<file path="config.mk">
export PLATFORM = sky130hd
export DESIGN_NAME = bsalu
export DESIGN_NICKNAME = d
export VERILOG_FILES = /design/src/rtl/bsalu_pkg.sv /design/src/rtl/bsalu_cond.sv /design/src/rtl/bsalu_fa.sv /design/src/rtl/bsalu_logic.sv /design/src/rtl/bsalu_slice.sv /design/src/rtl/bsalu.sv
export SDC_FILE = /design/constraint.sdc
export NUM_CORES = 1
export LEC_CHECK = 0
export BUFFER_PORTS_ARGS = -buffer_cell sky130_fd_sc_hd__buf_2
export CORE_UTILIZATION = 49
export DETAILED_ROUTE_END_ITERATION = 8
export PLACE_DENSITY = 0.81
export SYNTH_ARGS = -nofsm -noshare
export SYNTH_HDL_FRONTEND = slang
export SYNTH_HIERARCHICAL = 1
export SYNTH_SLANG_ARGS = --single-unit
</file>
<file path="constraint.sdc">
create_clock -name vclk -period 6.3
set_clock_uncertainty 0.05 [all_clocks]
set_input_delay 1.26 -clock vclk [all_inputs]
set_output_delay 1.26 -clock vclk [all_outputs]
set_load 0.05 [all_outputs]
</file>
<file path="src/rtl/bsalu_pkg.sv">
package bsalu_pkg;
  localparam int unsigned SEL_W = 3;

  typedef enum logic [1:0] {
    LOG_AND = 2'b00,
    LOG_OR  = 2'b01,
    LOG_XOR = 2'b10,
    LOG_NOT = 2'b11
  } logic_op_e;
endpackage

</file>
<file path="src/rtl/bsalu_cond.sv">
// B conditioning: the data bit steers a 2:1 mux between the select lines.
module bsalu_cond (
  input  logic b_i,
  input  logic s1_i,
  input  logic s0_i,
  output logic y_o
);
  always_comb y_o = b_i ? s0_i : s1_i;
endmodule

</file>
<file path="src/rtl/bsalu_fa.sv">
module bsalu_fa (
  input  logic a_i,
  input  logic b_i,
  input  logic c_i,
  output logic s_o,
  output logic c_o
);
  logic p;
  always_comb begin
    p   = a_i ^ b_i;
    s_o = p ^ c_i;
    c_o = (a_i & b_i) | (p & c_i);
  end
endmodule

</file>
<file path="src/rtl/bsalu_logic.sv">
module bsalu_logic
  import bsalu_pkg::*;
(
  input  logic      a_i,
  input  logic      b_i,
  input  logic [1:0] op_i,
  output logic      g_o
);
  always_comb begin
    unique case (logic_op_e'(op_i))
      LOG_AND: g_o = a_i & b_i;
      LOG_OR:  g_o = a_i | b_i;
      LOG_XOR: g_o = a_i ^ b_i;
      LOG_NOT: g_o = ~a_i;
      default: g_o = 1'b0;
    endcase
  end
endmodule

</file>
<file path="src/rtl/bsalu_slice.sv">
module bsalu_slice
  import bsalu_pkg::*;
(
  input  logic             a_i,
  input  logic             b_i,
  input  logic [SEL_W-1:0] sel_i,
  input  logic             c_i,
  output logic             g_o,
  output logic             c_o
);
  logic y, arith, lgc;

  bsalu_cond u_cond (
    .b_i (b_i),
    .s1_i(sel_i[1]),
    .s0_i(sel_i[0]),
    .y_o (y)
  );

  bsalu_fa u_fa (
    .a_i(a_i),
    .b_i(y),
    .c_i(c_i),
    .s_o(arith),
    .c_o(c_o)
  );

  bsalu_logic u_logic (
    .a_i (a_i),
    .b_i (b_i),
    .op_i(sel_i[1:0]),
    .g_o (lgc)
  );

  always_comb g_o = sel_i[2] ? lgc : arith;
endmodule

</file>
<file path="src/rtl/bsalu.sv">
module bsalu
  import bsalu_pkg::*;
#(
  parameter int unsigned N = 8
) (
  input  logic [N-1:0]     a_i,
  input  logic [N-1:0]     b_i,
  input  logic [SEL_W-1:0] sel_i,
  input  logic             cin_i,
  output logic [N-1:0]     g_o,
  output logic             cout_o
);
  localparam int unsigned CW = N + 1;

  logic [CW-1:0] carry;

  assign carry[0] = cin_i;

  for (genvar i = 0; i < N; i++) begin : g_slice
    bsalu_slice u_slice (
      .a_i  (a_i[i]),
      .b_i  (b_i[i]),
      .sel_i(sel_i),
      .c_i  (carry[i]),
      .g_o  (g_o[i]),
      .c_o  (carry[i+1])
    );
  end

  assign cout_o = carry[N];
endmodule

</file>
==> results summary, run 1 <==
The flow ran to the end, but the final reports show violations. The checks that failed: design-rule violations. STA classifies the critical path endpoint as a primary output. Setup repair after global routing could not meet its margin everywhere. The floorplan has 14 rows. The max-slew violation count came out at 0. The data arrival time at the worst-slack endpoint came out at 4.97 ns. Input and output buffers added on the ports amount to 29. The total die area came out at 1950 µm². The total power divided by cell area came out at roughly 120 nW/µm². The number of nets produced by synthesis came out at between 100 and 150. For this run, the number of Yosys warnings is 6. After synthesis, the cell types taking the most area are sky130_fd_sc_hd__mux2_4, sky130_fd_sc_hd__ha_1, sky130_fd_sc_hd__mux4_2. The flip-flop and latch count is 0. The initial detailed-routing violation count came out at 6. The longest individual stage delay on the worst path came out at roughly 0.42 ns. The final net count is 151. The largest net degree at the start of global routing is 16. The length of the first detailed-routing pass in iterations is 7. The number of antenna violations at the first check in global routing came out at 0. The maximum clock rate is 159 MHz. Routed signal wires occupy layers up through met3. The first global-routing pass estimated between 2000 and 2500 µm of wire. The number of antenna diodes in the final layout is 0. STA classifies the critical path startpoint as an input port. The worst setup path endpoint is g_o[7].

In this run the vertical extent of the chip is 44.2 µm. The classification of the worst-slack hold path is input port to primary output. The number of failing setup endpoints in the final timing report is 0.

At the worst endpoint, the required time is 4.99 ns. The total routing resource utilization after global routing came out at 16.2%. In the final routed layout, each cell accounts on average for approximately 12 µm. For this configuration, the core starts out at a cell density of 55.2%. The global placement routability congestion is 0.725.

The via count of the first global-routing pass is 645. The area of the mapped netlist is slightly below 900 µm². The fill cell total of the finished layout came out at 129. The unique cell type count in the Yosys netlist came out at 5. The mean area per synthesized cell came out at 12.1 µm². Wire segments on met2 add up to ~830 µm in the final route. The number of clock buffer instances in the layout is 0. The via count is 652. The sequential share of power came out at 0%. The quantity of hold-fixing buffers added after cts is 0. The I/O pin count is 29.

The residual antenna-violating net count after detailed routing came out at 0. The area added between synthesis and finish came out at 25.1%. The portion of synthesized cell area occupied by the leading cell type is 27.6%. The post-CTS setup repair buffer count is 0. The detailed placer's ending HPWL is roughly 1300 µm. The multi-input combinational cells in the finished layout cover a total of ~800 µm². The number of max-cap violations is 0. Walking the worst path, the cells encountered are buf_2, mux2_4, fa_2, fa_2, fa_2, fa_2, fa_2, fa_2, fa_2, fa_1, mux2_4, buf_6. The area of the core came out at 1580 µm².

The synthesized netlist cell count is 72. Summed over all cells, the static leakage comes to 0.604 nW. The share of cells above drive strength 1 came out at 61.0%.

The analysis attributes to net switching a power of 0.0746 mW. The worst-case vdd ir drop is between 0.00007 and 0.00008 V. Sequential cells were found to cover 0% of the synthesized design area.

The die is roughly 44 µm wide. Of all cell types, the one taking the most synthesized area is sky130_fd_sc_hd__mux2_4. The hold violation count in the final report came out at 0.

After detailed routing, the wire length on met1 is 551 µm. The leftover overflow at the end of global routing came out at 0. The final setup TNS came out at 0 ns. The length of routed met3 wiring is about 63 µm. Headroom to the max-slew limit came out at around 81%. The cell repeated most along the worst path is sky130_fd_sc_hd__fa_2. The highest net fanout along the worst path came out at 2. Internal power comes to 0.0566 mW.

The worst path in the final design needs a cycle of around 6.3 ns, including I/O delays and setup. The total wire length is 1440 µm. For the pin with the worst max-slew slack, the measured transition is 0.282 ns.

The beginning of the critical path is b_i[0]. The remaining design rule violation count is 1. The end-of-flow core utilization came out at 69.1%. The power share of the combinational group came out at 100.0%.

The largest individual stage delay along the critical path comes from the cell sky130_fd_sc_hd__fa_1. The switching power share of the total came out at 56.9%. Of the available clock period, the critical path in the final layout requires 99.6%. The clock network fraction of design power is 0%. The area of all sequential standard cells is 0 µm².

The detail-routed via count per cell is about 5.4. The critical path class is input port to primary output.
[synth_stat cells]
| master | count |
|---|---|
| sky130_fd_sc_hd__inv_1 | 24 |
| sky130_fd_sc_hd__ha_1 | 16 |
| sky130_fd_sc_hd__mux2_4 | 16 |
| sky130_fd_sc_hd__fa_1 | 8 |
| sky130_fd_sc_hd__mux4_2 | 8 |
[worst max-delay path, delay by kind of cell]
kind | cells | cell delay, ns
buf+inv | 2 | 0.26
fa+ha+maj | 8 | 2.85
mux | 2 | 0.58
[layer usage]
layer,track usage (%),vias up
met5,0,-
met4,0,0
met3,0,0
met2,36.2,22
met1,17.4,324
li1,-,306
[power by group through the flow]
stage               sequential [mW]  combinational (mW)  clock (mW)
finish                            0               0.131           0
detailed placement                0               0.129           0
CTS                               0               0.134           0
global route                      0               0.142           0
global placement                  0               0.126           0
floorplan                         0              0.0960           0
[placed cells by master (no fill, tap or decap)]
master	instances
sky130_fd_sc_hd__buf_2	28
sky130_fd_sc_hd__buf_4	4
sky130_fd_sc_hd__buf_6	1
sky130_fd_sc_hd__fa_1	1
sky130_fd_sc_hd__fa_2	7
sky130_fd_sc_hd__ha_1	16
sky130_fd_sc_hd__inv_1	24
sky130_fd_sc_hd__mux2_4	16
sky130_fd_sc_hd__mux4_2	8
[stage by stage]
step                      hold slack [ns]  instance area (µm²)  power (mW)  setup slack [ns]  std cells
after floorplan                      2.70                  873      0.0960            0.0211         72
after global placement               3.00                 1070       0.126            -0.262        121
after detailed placement             3.00                 1070       0.129            -0.333        121
after CTS                            3.00                 1090       0.134           0.00677        121
after global routing                 3.03                 1090       0.142           -0.0625        121
final                                3.00                 1090       0.131            0.0245        121
[cell type report]
| cell class | instances | share of cell area [%] |
|---|---|---|
| inverter | 24 | 8.27 |
| multi-input combinational | 48 | 73.2 |
| tap | 16 | 1.84 |
| timing repair buffer | 33 | 16.6 |
[cells by family (layout without fill, tap and decap cells)]
group,Yosys count,count (layout),synth area share [%]
mux,24,24,48.3
fa+ha+maj,24,24,41.4
buf+inv,24,57,10.3
[what timing repair did]
item                                    4_1_cts  5_1_grt
endpoints found under the setup margin        2        1
resized for setup                             8        0
endpoints found under the hold margin         0        0
[how the worst min path moves through the flow]
stage | from | cells after the start | slack, ns | endpoint
after global placement | a_i[7] | 3 | 3.00 | cout_o
after detailed placement | a_i[7] | 3 | 3.00 | cout_o
final | a_i[7] | 3 | 3.00 | cout_o
after global routing | a_i[7] | 3 | 3.03 | cout_o
after floorplan | sel_i[2] | 1 | 2.70 | g_o[0]
after CTS | a_i[7] | 3 | 3.00 | cout_o
Note: power is estimated with default switching activity, not from simulation.
==> run 2: changes to the inputs <==
Settings changed: CORE_UTILIZATION 49 to 53, PLACE_DENSITY 0.81 to 0.83.
Clock period 6.3 ns to 7.48 ns, I/O delays scaled along.
==> run 2 against run 1 <==
Compared with the run above: the run now ends clean; global-route usage grew 0.46 points; hold slack better by 0.47 ns; sequential share of layout area is the same; total power is 19% lower; count of clock-buffer cells in the layout stayed put.
==> results summary, run 2 (synthesis gave the netlist of run 1 again) <==
Commonest non-fill, non-tap cells in the layout: sky130_fd_sc_hd__buf_2, sky130_fd_sc_hd__inv_1, sky130_fd_sc_hd__mux2_4, sky130_fd_sc_hd__ha_1 (was sky130_fd_sc_hd__buf_2, sky130_fd_sc_hd__inv_1, sky130_fd_sc_hd__mux2_4, sky130_fd_sc_hd__ha_1, sky130_fd_sc_hd__mux4_2). The detail-routed via count per cell is 5.34 (was 5.39). The initial detailed-routing violation count is 2 (was 6). RSZ-0062 raised after global routing: no (was yes). The residual antenna-violating net count after detailed routing came out at 0 (unchanged). The leakage component of the power is 0.598 nW (was 0.604 nW). The critical path class is input port to primary output (unchanged).

The slew of the pin with the lowest slew margin is 0.272 ns (was 0.282 ns). The number of antenna violations at the first check in global routing came to 0 (unchanged). The capturing element type of the critical path is a primary output (unchanged).

The global placement routability congestion came out at 0.747 (was 0.725). The total routing resource utilization after global routing came out at 16.7% (was 16.2%). The beginning of the critical path is b_i[0] (unchanged). The end-of-flow core utilization was 69.0% (was 69.1%). The most frequent standard cell in the layout excluding fill and tap cells is sky130_fd_sc_hd__buf_2 (unchanged).

The average detailed-routed wire length per instance is 11.5 µm (was 11.9 µm). The final setup TNS came out at 0 ns (unchanged). The I/O pin count came to 29 (unchanged). Critical path cell sequence: buf_2, mux2_4, fa_1, fa_1, fa_1, fa_1, fa_1, fa_1, fa_1, fa_1, mux2_4, buf_2 (was buf_2, mux2_4, fa_2, fa_2, fa_2, fa_2, fa_2, fa_2, fa_2, fa_1, mux2_4, buf_6).

The width of the die came out at 42.5 µm (was 44.2 µm). The nature of the critical path startpoint is an input port (unchanged). The first-pass GRT wire length is 2440 µm (was 2460 µm). The longest individual stage delay on the worst path is 0.43 ns (was 0.42 ns). The area of the core is 1520 µm² (was 1580 µm²).

The worst-case vdd ir drop was 0.0000611 V (was 0.0000766 V). The length of the first detailed-routing pass in iterations was 2 (was 7). The area of combinational cells with multiple inputs is 781 µm² (was 798 µm²).

The flip-flop and latch count came out at 0 (unchanged). The quantity of hold-fixing buffers added after cts came out at 0 (unchanged). The number of cell rows is 14 (unchanged). The routed design could run at a clock period as short as roughly 7 ns. The post-CTS setup repair buffer count is 0 (unchanged). The number of clock buffer instances in the layout is 0 (unchanged). The remaining design rule violation count is 0 (was 1). The classification of the worst-slack hold path was input port to primary output (unchanged). The cell repeated most along the worst path was sky130_fd_sc_hd__fa_1 (was sky130_fd_sc_hd__fa_2).

The number of cells in the finished layout apart from fillers came out at 119 (was 121). The share of cells above drive strength 1 is 53.4% (was 61.0%). The via count of the first global-routing pass came out at 630 (was 645).

The data arrival time at the worst-slack endpoint came out at 5.57 ns (was 4.97 ns). The highest net fanout along the worst path came out at 3 (was 2). The maximum clock rate came out at ~140 MHz.

The number of inserted diodes is 0 (unchanged). The initial standard-cell utilization of the core came out at 57.1% (was 55.2%). The post-CTS resize count is 0 (was 8). The max-slew violation count is 0 (unchanged). The number of max-cap violations is 0 (unchanged). The worst-case headroom to the max-slew limit is 81.9% (was 81.2%). The cell area after placement is 1050 µm² (was 1070 µm²). The area of all sequential standard cells came out at 0 µm² (unchanged). The data required time of the worst path is 5.93 ns (was 4.99 ns). The area added between synthesis and finish is 20.7% (was 25.1%).

The total wire length came out at 1370 µm (was 1440 µm). The largest net degree at the start of global routing is 16 (unchanged). The leftover overflow at the end of global routing came out at 0 (unchanged).

The number of placed instances, taps included came to 119 (was 121). The worst hold slack came out at 3.47 ns (was 3.00 ns). The hold path startpoint is a_i[7] (unchanged). The fill cell total of the finished layout is 122 (was 129). The pre-CTS setup slack is 0.353 ns (was -0.333 ns). The total power divided by cell area came out at 101 nW/µm² (was 120 nW/µm²).

The number of failing setup endpoints in the final timing report was 0 (unchanged). The detailed placer's ending HPWL is 1210 µm (was 1300 µm). The critical-path cell with the highest stage delay is sky130_fd_sc_hd__fa_1 (unchanged). The final standard cell area without fillers is 1050 µm² (was 1090 µm²). The hold violation count in the final report came to 0 (unchanged). The total die area is 1810 µm² (was 1950 µm²). The number of buffers added on ports came out at 29 (unchanged). The via count came out at 636 (was 652).

The final period utilization came out at 95.1%. The final net count is 149 (was 151). The total design power is 0.106 mW (was 0.131 mW).

The vertical die dimension is 42.5 µm (was 44.2 µm). Status: completed (was complete, but fails checks). The final setup slack of the worst path is 0.368 ns (was 0.0245 ns).
## run 2: cell types whose count changed in the layout (fill, tap and decap cells not counted), sizes merged
cell and delta:
buf -2
## run 2: path summary, 6_finish.rpt
kind | cells past startpoint | slack [ns] | endpoint
setup / recovery | 12 | 0.37 | g_o[7]
hold / removal | 3 | 3.47 | cout_o
## run 2: critical path, delay by kind of cell
family     cells  cell delay [ns]
fa+ha+maj      8             3.17
buf+inv        2             0.33
mux            2             0.57
## run 2: layout make-up
type	instances	area share, %
inverters	24	8.57
multi-input cells	48	74.3
repair buffers	31	15.2
well taps	16	1.90
## run 2: metal layers
| metal | wire length, µm | vias up | track usage (%) | share of wire, % |
|---|---|---|---|---|
| met5 | 0 | - | 0 | 0 |
| met4 | 0 | 0 | 0 | 0 |
| met3 | 69 | 0 | 0 | 5.0 |
| met2 | 738 | 23 | 32.6 | 54 |
| met1 | 563 | 309 | 21.8 | 41 |
| li1 | - | 304 | - | - |
## run 2: report_power, final
| part | total (mW) | internal, mW | switching [mW] |
|---|---|---|---|
| Clock | 0 | 0 | 0 |
| Combinational | 0.106 | 0.0444 | 0.0616 |
| Sequential | 0 | 0 | 0 |
| Total | 0.106 | 0.0444 | 0.0616 |
==> run 3: changes to the inputs <==
--- a/config.mk
+++ b/config.mk
@@ -7,3 +7,3 @@
 export LEC_CHECK = 0
-export BUFFER_PORTS_ARGS = -buffer_cell sky130_fd_sc_hd__buf_2
+export BUFFER_PORTS_ARGS = -buffer_cell sky130_fd_sc_hd__clkbuf_2
 export CORE_UTILIZATION = 53
==> constraint.sdc (replaced) <==
create_clock -name vclk -period 7.48
set_clock_uncertainty 0.05 [all_clocks]
set_input_delay 0.374 -clock vclk [all_inputs]
set_output_delay 0.374 -clock vclk [all_outputs]
set_load 0.05 [all_outputs]
==> run 3 against run 2 <==
Compared with the run above: cell count decreased by 1.7%; die area unchanged; wire length decreased by 6.3%; first-iteration DRC count decreased by 100%; critical path type unchanged; highest routed layer unchanged.
==> results summary, run 3 (synthesis gave the netlist of run 1 again) <==
The final net count came out at 147 (was 149). The first-pass GRT wire length came out at 2270 µm (was 2440 µm). RSZ-0062 raised after global routing: no (unchanged).

The via count is 634 (was 636). The final critical-path required period is 5.10 ns (was 7.11 ns). The longest individual stage delay on the worst path is 0.43 ns (about the same). The quantity of hold-fixing buffers added after cts is 0 (unchanged). The length of the first detailed-routing pass in iterations came out at 1 (was 2). The via count of the first global-routing pass was 579 (was 630). The worst-case headroom to the max-slew limit is 70.2% (was 81.9%). The detail-routed via count per cell is 5.42 (was 5.34).

The area added between synthesis and finish was 19.0% (was 20.7%). The total routing resource utilization after global routing is 15.6% (was 16.7%). The number of placed instances, taps included came out at 117 (was 119). The remaining design rule violation count came to 0 (unchanged).

The leakage component of the power came out at 0.595 nW (was 0.598 nW). The worst-case vdd ir drop came to 0.0000649 V (was 0.0000611 V). The number of cell rows was 14 (unchanged).

The initial standard-cell utilization of the core is 57.1% (unchanged). Critical path cell sequence: clkbuf_2, mux2_4, fa_1, fa_1, fa_1, fa_1, fa_1, fa_1, fa_1, fa_1, mux2_4, clkbuf_2 (was buf_2, mux2_4, fa_1, fa_1, fa_1, fa_1, fa_1, fa_1, fa_1, fa_1, mux2_4, buf_2). The slew of the pin with the lowest slew margin came out at 0.448 ns (was 0.272 ns). The area of all sequential standard cells was 0 µm² (unchanged). The critical path class was input port to primary output (unchanged). The number of antenna violations at the first check in global routing came out at 0 (unchanged). The fill cell total of the finished layout came to 131 (was 122).

The maximum clock rate came out at 196 MHz (was 141 MHz). The largest net degree at the start of global routing is 17 (was 16). The clock network fraction of design power was 0% (about the same). The width of the die is 42.5 µm (unchanged). The most frequent standard cell in the layout excluding fill and tap cells is sky130_fd_sc_hd__clkbuf_2 (was sky130_fd_sc_hd__buf_2). The final period utilization came out at 68.1% (was 95.1%). The global placement routability congestion came to 0.716 (was 0.747). The share of cells above drive strength 1 is 52.5% (was 53.4%). The total power divided by cell area is 101 nW/µm² (about the same).

The area of the core came out at 1520 µm² (unchanged). The average detailed-routed wire length per instance came out at 11.0 µm (was 11.5 µm). The number of cells in the finished layout apart from fillers is 117 (was 119).

The hold violation count in the final report came out at 0 (unchanged). The number of buffers added on ports is 29 (unchanged). The number of clock buffer instances in the layout is 0 (unchanged).

The flip-flop and latch count was 0 (unchanged). The cell repeated most along the worst path is sky130_fd_sc_hd__fa_1 (unchanged). The critical-path cell with the highest stage delay was sky130_fd_sc_hd__fa_1 (unchanged). The hold path startpoint is a_i[7] (unchanged).

The total wire length is 1290 µm (was 1370 µm). The highest net fanout along the worst path came out at 16 (was 3). The power share of the combinational group came to 100.0% (about the same). The switching power share of the total came out at 58.7% (was 58.1%). The max-slew violation count came out at 0 (unchanged). The pre-CTS setup slack was 2.35 ns (was 0.353 ns). Status: completed (unchanged). The residual antenna-violating net count after detailed routing came out at 0 (unchanged). The internal power consumption came out at 0.0432 mW (was 0.0444 mW).

The vertical die dimension came out at 42.5 µm (unchanged). The detailed placer's ending HPWL was 1130 µm (was 1210 µm). The sequential share of power is 0% (about the same). The nature of the critical path startpoint is an input port (unchanged).

The classification of the worst-slack hold path was input port to primary output (unchanged). The leftover overflow at the end of global routing came out at 0 (unchanged). The cell area after placement is 1040 µm² (was 1050 µm²). The final setup TNS came out at 0 ns (unchanged). The final setup slack of the worst path came out at 2.38 ns (was 0.368 ns).

The data arrival time at the worst-slack endpoint came out at 4.67 ns (was 5.57 ns). The number of inserted diodes is 0 (unchanged). The data required time of the worst path is 7.06 ns (was 5.93 ns). The beginning of the critical path was sel_i[0] (was b_i[0]). The net switching power was 0.0613 mW (was 0.0616 mW). The capturing element type of the critical path was a primary output (unchanged). The total die area came out at 1810 µm² (unchanged). The I/O pin count came to 29 (unchanged). Commonest non-fill, non-tap cells in the layout: sky130_fd_sc_hd__clkbuf_2, sky130_fd_sc_hd__inv_1, sky130_fd_sc_hd__mux2_4, sky130_fd_sc_hd__ha_1 (was sky130_fd_sc_hd__buf_2, sky130_fd_sc_hd__inv_1, sky130_fd_sc_hd__mux2_4, sky130_fd_sc_hd__ha_1). The post-CTS resize count came out at 0 (unchanged). The final standard cell area without fillers came out at 1040 µm² (was 1050 µm²).

The area of combinational cells with multiple inputs came out at 781 µm² (unchanged). The worst hold slack is 1.25 ns (was 3.47 ns). The number of failing setup endpoints in the final timing report came out at 0 (unchanged).

The number of max-cap violations is 0 (unchanged). The post-CTS setup repair buffer count came out at 0 (unchanged). The initial detailed-routing violation count came out at 0 (was 2).
run 3: cell count changes in the layout (fill, tap and decap cells not counted), sizes merged:
| cell | previous run | this run |
|---|---|---|
| buf | 31 | 0 |
| clkbuf | 0 | 29 |
run 3: critical path: cells and delay by family:
family	cells	cell delay, ns
fa+ha+maj	8	3.15
mux	2	0.63
buf+inv	2	0.51
run 3: power groups by stage:
stage / combinational (mW) / sequential [mW] / clock, mW
2_1_floorplan: 0.0807 / 0 / 0
3_3_place_gp: 0.104 / 0 / 0
3_5_place_dp: 0.106 / 0 / 0
4_1_cts: 0.106 / 0 / 0
5_1_grt: 0.113 / 0 / 0
6_report: 0.105 / 0 / 0
run 3: path summary, 6_finish.rpt:
check / end / cells past startpoint
setup / recovery: g_o[7] / 12
hold / removal: cout_o / 3
run 3: stage by stage:
| step | power (mW) | utilization [%] |
|---|---|---|
| after detailed placement | 0.106 | 68.0 |
| after global routing | 0.113 | 68.0 |
| after global placement | 0.104 | 68.0 |
| after floorplan | 0.0807 | - |
| final | 0.105 | 68.0 |
| after CTS | 0.106 | 68.0 |
run 3: layout make-up:
type                       count  area share, %
inverter                      24           8.70
multi-input combinational     48           75.4
tap                           16           1.93
timing repair buffer          29           14.0
run 3: metal layers:
layer	part of all wire, %	global-route usage (%)
met3	5.1	0.431
met2	55	32.3
met5	0	0
met1	40	18.6
met4	0	0
